**src/rtl/rpt_valid_pkg.sv**
```systemverilog
package rpt_valid_pkg;
    typedef enum logic [1:0] {
        DIG_LOW  = 2'd0,
        DIG_HIGH = 2'd1,
        DIG_OPEN = 2'd2,
        DIG_BAD  = 2'd3
    } digit_e;
endpackage

```
**src/rtl/word_framer.sv**
```systemverilog
module word_framer
    import rpt_valid_pkg::*;
#(
    parameter int ADDR_DIGITS = 5,
    parameter int DATA_DIGITS = 4
) (
    input  logic                     clk,
    input  logic                     rst_n,
    input  logic [2*ADDR_DIGITS-1:0] addr_i,
    input  logic                     dig_stb_i,
    input  logic [1:0]               dig_code_i,
    input  logic                     eow_i,
    input  logic                     eot_i,
    output logic                     word_ok_o,
    output logic                     fault_o,
    output logic [DATA_DIGITS-1:0]   word_data_o,
    output logic                     eot_o
);
    localparam int TOTAL = ADDR_DIGITS + DATA_DIGITS;
    localparam int IDXW  = $clog2(TOTAL + 1);

    typedef struct packed {
        logic [IDXW-1:0]        idx;
        logic                   err;
        logic [DATA_DIGITS-1:0] data;
        logic                   ok;
        logic                   fault;
        logic                   eot;
    } frame_t;

    frame_t frame_q, frame_d;

    always_comb begin
        logic bad;
        logic [1:0] want;
        frame_d       = frame_q;
        frame_d.ok    = 1'b0;
        frame_d.fault = 1'b0;
        frame_d.eot   = eot_i;
        bad           = 1'b0;
        want          = DIG_LOW;
        if (eot_i) begin
            frame_d.idx = '0;
            frame_d.err = 1'b0;
        end else if (eow_i) begin
            if (!frame_q.err && frame_q.idx == IDXW'(TOTAL))
                frame_d.ok = 1'b1;
            else if (!frame_q.err)
                frame_d.fault = 1'b1;
            frame_d.idx = '0;
            frame_d.err = 1'b0;
        end else if (dig_stb_i) begin
            for (int j = 0; j < ADDR_DIGITS; j++)
                if (frame_q.idx == IDXW'(j)) want = addr_i[2*j +: 2];
            if (dig_code_i == DIG_BAD) begin
                bad = 1'b1;
            end else if (frame_q.idx < IDXW'(ADDR_DIGITS)) begin
                bad = (dig_code_i != want);
            end else if (frame_q.idx < IDXW'(TOTAL)) begin
                for (int j = 0; j < DATA_DIGITS; j++)
                    if (frame_q.idx == IDXW'(ADDR_DIGITS + j))
                        frame_d.data[j] = (dig_code_i != DIG_LOW);
            end else begin
                bad = 1'b1;
            end
            if (frame_q.idx != IDXW'(TOTAL))
                frame_d.idx = frame_q.idx + 1'b1;
            if (bad && !frame_q.err) begin
                frame_d.err   = 1'b1;
                frame_d.fault = 1'b1;
            end
        end
    end

    always_ff @(posedge clk or negedge rst_n) begin
        if (!rst_n) frame_q <= '0;
        else        frame_q <= frame_d;
    end

    assign word_ok_o   = frame_q.ok;
    assign fault_o     = frame_q.fault;
    assign word_data_o = frame_q.data;
    assign eot_o       = frame_q.eot;

    // a finished word and a fault are never reported together
    assert_ok_excludes_fault_R10: assert property (@(posedge clk) disable iff (!rst_n)
        !(word_ok_o && fault_o));

    // an invalid code in a clean word raises a fault on the next cycle
    assert_bad_code_faults_R11: assert property (@(posedge clk) disable iff (!rst_n)
        (dig_stb_i && !eow_i && !eot_i && dig_code_i == 2'd3 && !frame_q.err) |=> fault_o);
endmodule

```
**src/rtl/repeat_validator.sv**
```systemverilog
module repeat_validator #(
    parameter int DATA_DIGITS = 4
) (
    input  logic                   clk,
    input  logic                   rst_n,
    input  logic                   word_ok_i,
    input  logic                   fault_i,
    input  logic [DATA_DIGITS-1:0] word_data_i,
    input  logic                   eot_i,
    output logic [DATA_DIGITS-1:0] data_o,
    output logic                   valid_o
);
    typedef struct packed {
        logic [DATA_DIGITS-1:0] stored;
        logic                   have;
        logic [DATA_DIGITS-1:0] dout;
        logic                   valid;
    } hold_t;

    hold_t hold_q, hold_d;

    always_comb begin
        hold_d = hold_q;
        if (eot_i || fault_i) begin
            hold_d.valid = 1'b0;
            hold_d.have  = 1'b0;
        end else if (word_ok_i) begin
            if (hold_q.have && word_data_i == hold_q.stored) begin
                hold_d.valid = 1'b1;
                hold_d.dout  = word_data_i;
            end else begin
                hold_d.valid = 1'b0;
            end
            hold_d.stored = word_data_i;
            hold_d.have   = 1'b1;
        end
    end

    always_ff @(posedge clk or negedge rst_n) begin
        if (!rst_n) hold_q <= '0;
        else        hold_q <= hold_d;
    end

    assign data_o  = hold_q.dout;
    assign valid_o = hold_q.valid;

    // the driven data only moves while the flag is being set
    assert_dout_moves_with_valid_R3: assert property (@(posedge clk) disable iff (!rst_n)
        !$stable(data_o) |-> valid_o);

    // a fault from the framer drops the flag on the next edge
    assert_fault_clears_valid_R5: assert property (@(posedge clk) disable iff (!rst_n)
        fault_i |=> !valid_o);

    // end of transmission drops the flag
    assert_eot_clears_valid_R7: assert property (@(posedge clk) disable iff (!rst_n)
        eot_i |=> !valid_o);

    // the flag only rises right after a completed word
    assert_rise_after_word_R9: assert property (@(posedge clk) disable iff (!rst_n)
        $rose(valid_o) |-> $past(word_ok_i));
endmodule

```
**src/rtl/addr_repeat_validator.sv**
```systemverilog
module addr_repeat_validator #(
    parameter int ADDR_DIGITS = 5,
    parameter int DATA_DIGITS = 4
) (
    input  logic                     clk,
    input  logic                     rst_n,
    input  logic [2*ADDR_DIGITS-1:0] local_addr,
    input  logic                     digit_stb,
    input  logic [1:0]               digit_code,
    input  logic                     word_end,
    input  logic                     tx_end,
    output logic [DATA_DIGITS-1:0]   data_out,
    output logic                     valid_out
);
    logic                   word_ok;
    logic                   fault;
    logic                   eot_r;
    logic [DATA_DIGITS-1:0] word_data;

    word_framer #(
        .ADDR_DIGITS(ADDR_DIGITS),
        .DATA_DIGITS(DATA_DIGITS)
    ) u_framer (
        .clk        (clk),
        .rst_n      (rst_n),
        .addr_i     (local_addr),
        .dig_stb_i  (digit_stb),
        .dig_code_i (digit_code),
        .eow_i      (word_end),
        .eot_i      (tx_end),
        .word_ok_o  (word_ok),
        .fault_o    (fault),
        .word_data_o(word_data),
        .eot_o      (eot_r)
    );

    repeat_validator #(
        .DATA_DIGITS(DATA_DIGITS)
    ) u_validator (
        .clk        (clk),
        .rst_n      (rst_n),
        .word_ok_i  (word_ok),
        .fault_i    (fault),
        .word_data_i(word_data),
        .eot_i      (eot_r),
        .data_o     (data_out),
        .valid_o    (valid_out)
    );
endmodule

```
**config.mk**
```make
export PLATFORM = sky130hd
export DESIGN_NAME = addr_repeat_validator
export DESIGN_NICKNAME = d
export VERILOG_FILES = /design/src/rtl/rpt_valid_pkg.sv /design/src/rtl/word_framer.sv /design/src/rtl/repeat_validator.sv /design/src/rtl/addr_repeat_validator.sv
export SDC_FILE = /design/constraint.sdc
export NUM_CORES = 1
export LEC_CHECK = 0
export ABC_AREA = 1
export BUFFER_PORTS_ARGS = -buffer_cell sky130_fd_sc_hd__buf_2
export CORE_MARGIN = 2
export CORE_UTILIZATION = 57
export CTS_BUF_LIST = sky130_fd_sc_hd__clkbuf_4 sky130_fd_sc_hd__clkbuf_8
export DETAILED_ROUTE_END_ITERATION = 12
export HOLD_SLACK_MARGIN = 0.15
export PLACE_DENSITY = 0.81
export SYNTH_ARGS = -nofsm -noshare
export SYNTH_HDL_FRONTEND = slang
export SYNTH_SLANG_ARGS = --single-unit
```
**constraint.sdc**
```tcl
create_clock -name clk -period 1.8 [get_ports clk]
set_input_delay 0.18 -clock clk [delete_from_list [all_inputs] [get_ports clk]]
set_output_delay 0.18 -clock clk [all_outputs]
set_load 0.03 [all_outputs]
```
==> results.json <==
{
  "status": "finished clean",
  "die_w_um": 51.1,
  "setup_slack_ps": 30.8,
  "switching_share_pct": 24.5,
  "pwr-share-comb_pct": 14.3,
  "critPathRequiredTime_ps": 1990,
  "endpoint_kind": "flip-flop",
  "area_delta_synth_final_pct": 20.2,
  "start_kind": "flip-flop",
  "firstDrtPassIters": 4,
  "cts.path.max_buffers": 2,
  "syn_avg_cell_area_um2": 7.72,
  "grt_max_degree": 23,
  "boundaryPins": 22,
  "drive_gt1_share_pct": 25.8,
  "register_area_um2": 551,
  "grt_pass1_wl_um": 3950,
  "setup_viol": 0,
  "period_minus_slack_ps": 1770,
  "rsz0062_at_grt": "yes",
  "fillCellCount": 164,
  "hold_slack_ps": 165,
  "track_usage_pct": 19.4,
  "critical_path.max_fanout": 5,
  "powerDensity_nw_per_um2": 547,
  "syn-instance-count": 164,
  "route.detailed.drc": 0,
  "total_power_mw": 0.833,
  "multi_input_area_um2": 677,
  "synth-async-reset-ratio_pct": 100,
  "worst_pin_slew_ps": 474,
  "wl_um": 2590,
  "yosysTopAreaCellShare_pct": 43.5,
  "synth_area_um2": 1270,
  "p_leak_nw": 0.762,
  "p_sw_mw": 0.204,
  "clock-sinks": 22,
  "internal-power_mw": 0.629,
  "wl_per_cell_um": 11.9,
  "grt_pass1_vias": 1018,
  "grt_overflow": 0,
  "hp-class": "primary input to flip-flop",
  "viasPerCell": 5.38,
  "path_clk_slew_ps": 110,
  "final-hold-violation-count": 0,
  "cp_slowest_cell": "dfrtp_1",
  "crit_buf_inv": 2,
  "synth_cell_type_count": 23,
  "synth-edff-count": 0,
  "cts_max_level": 1,
  "fmax_ghz": 0.565,
  "maxCapViolCount": 0,
  "cts-root-buf": "clkbuf_4",
  "via_count": 1172,
  "seq_area_frac_synth_pct": 43.5,
  "synth_ff_type": "dfrtp_1",
  "critPathArrivalTime_ps": 1960,
  "cpMostUsedCell": "nand2_1",
  "yosys.area.top_type": "dfrtp_1",
  "clk_latency_ps": 290,
  "initial_core_util_pct": 58.9,
  "clock_power_share_pct": 25.0,
  "crit_family": "simple AND/OR/NAND/NOR gates",
  "cts_tree": "yes",
  "core_area_um2": 2150,
  "syn_nets": 186,
  "ys_ff_latch": 22,
  "path_cells": "inv_2, ha_4, inv_4, nor2_4, nand3_2, nand3_2, nand2_2, nand2_2, nand2_1, nand2_1, nand3_1, o21bai_1, nand2_1, nand2_1, nand2_1",
  "num_antenna_cells": 0,
  "place_ws_ps": -28.2,
  "seqPwrFrac_pct": 60.7,
  "hpwl_um": 1850,
  "io_buffers": 21,
  "drtAntennaViolNets": 0,
  "maxSlewViolCount": 0,
  "numCtsBuffers": 3,
  "worstSetupPathType": "flip-flop to flip-flop",
  "ys.warnings.count": 0,
  "num_rows": 17,
  "ys_top_cells_by_area": "dfrtp_1, nand2_1, o21ai_0, inv_1, ha_1",
  "antenna_found_initial": 0,
  "finClkSkew_ps": 4.49,
  "die_y_um": 51.1,
  "final_nets": 214,
  "ir_worst_vdd_uv": 338,
  "crit_path_max_incr_delay_ps": 450,
  "max-slew-margin-rel_pct": 68.4,
  "place.gp.congestion": 0.865,
  "period_share_pct": 98.3,
  "die-area_um2": 2610,
  "drt_iter0_drc": 55
}
-- cells in the final DEF, fill, tap and decap left out, drive strengths merged, types with 2 or more instances in the layout --
cell type / Yosys / layout
nand2: 46 / 46
buf: 4 / 25
dfrtp: 22 / 22
inv: 21 / 21
o21ai: 16 / 16
nor2: 13 / 13
nand3: 12 / 12
a21oi: 6 / 6
ha: 5 / 5
nand3b: 3 / 3
clkbuf: 0 / 3
nor4: 3 / 3
or2: 2 / 2
nor3: 2 / 2
nor3b: 2 / 2
nand4: 2 / 2
dlygate4sd3: 0 / 2
-- worst min-delay path, cell delays in order --
cell and delay [ps]:
buf_2 100, inv_1 80, nor4_1 60
-- sequential cells by signal (all words and copies together), names as in the netlist --
signal,cells
u_framer.word_ok_o,1
u_framer.frame_q,5
u_validator.valid_o,1
u_framer.eot_o,1
u_framer.word_data_o,4
u_framer.fault_o,1
u_validator.data_o,4
u_validator.hold_q,5
-- final timing paths --
check / cells past startpoint / end / start / slack (ps)
setup / recovery: 15 / u_framer.fault_o / u_framer.frame_q[8] / 30
hold / removal: 3 / u_framer.word_ok_o / word_end / 170
setup reg to reg: 15 / u_framer.fault_o / u_framer.frame_q[8] / 30
hold reg to reg: 2 / u_validator.data_o[3] / u_validator.data_o[3] / 490
max in group asynchronous: 2 / u_framer.word_data_o[0] / rst_n / 1100
min in group asynchronous: 2 / u_validator.data_o[3] / rst_n / 380
-- power groups by stage --
| stage | Sequential [mW] | Clock (mW) | Combinational (mW) |
|---|---|---|---|
| 3_5_place_dp | 0.514 | 0 | 0.0923 |
| 6_report | 0.505 | 0.208 | 0.119 |
| 2_1_floorplan | 0.513 | 0 | 0.0521 |
| 5_1_grt | 0.506 | 0.236 | 0.132 |
| 4_1_cts | 0.505 | 0.218 | 0.0960 |
| 3_3_place_gp | 0.514 | 0 | 0.0899 |
-- per-layer routing --
| layer | vias up | part of all wire, % | wire, um | track usage (%) |
|---|---|---|---|---|
| met5 | - | 0 | 0 | 0 |
| met4 | 0 | 1.3 | 34 | 2.70 |
| met3 | 8 | 3.8 | 98 | 2.63 |
| met2 | 34 | 52 | 1360 | 37.7 |
| met1 | 544 | 42 | 1100 | 23.0 |
| li1 | 586 | - | - | - |
-- through the flow --
stage / cell area, um2 / TNS (ps) / cells / utilization, %
2_1_floorplan: 1270 / 0 / 164 / -
3_3_place_gp: 1380 / 0 / 210 / 64.4
3_5_place_dp: 1380 / -51.7 / 210 / 64.4
4_1_cts: 1430 / 0 / 215 / 66.4
5_1_grt: 1520 / -327 / 218 / 70.8
6_report: 1520 / 0 / 218 / 70.8
-- final cells by class --
cell class	instances	share of cell area [%]
clock buffers	3	1.48
inverters	21	5.35
repair buffers	27	10.2
multi-input cells	117	44.5
flip-flops and latches	22	36.2
well taps	28	2.30
-- logic make-up (layout without fill, tap and decap cells) --
group           after synthesis  count (layout)  synth area share [%]
fa+ha+maj                     5               5                  4.94
buf+inv                      25              51                  8.60
xor+xnor                      1               1                 0.692
flops                        22              22                  43.5
simple gates                 85              85                  31.1
compound gates               26              26                  11.2
-- synth_stat cells (2+ instances only) --
| library cell | number |
|---|---|
| nand2_1 | 46 |
| dfrtp_1 | 22 |
| inv_1 | 20 |
| o21ai_0 | 16 |
| nand3_1 | 12 |
| nor2_1 | 11 |
| a21oi_1 | 6 |
| ha_1 | 5 |
| buf_4 | 4 |
| nand3b_1 | 3 |
| nand4_1 | 2 |
| nor2_2 | 2 |
| nor3_1 | 2 |
| nor3b_2 | 2 |
| nor4_1 | 2 |
| or2_1 | 2 |
-- repair_timing --
item | 4_1_cts | 5_1_grt
endpoints found under the hold margin | 24 | 0
setup endpoints to repair | 2 | 3
pin swaps | 0 | 9
hold buffers | 2 | 0
gates resized for setup | 1 | 19
cloned | 0 | 0
buffers inserted | 0 | 3
Power figures use the tool's default switching activity.
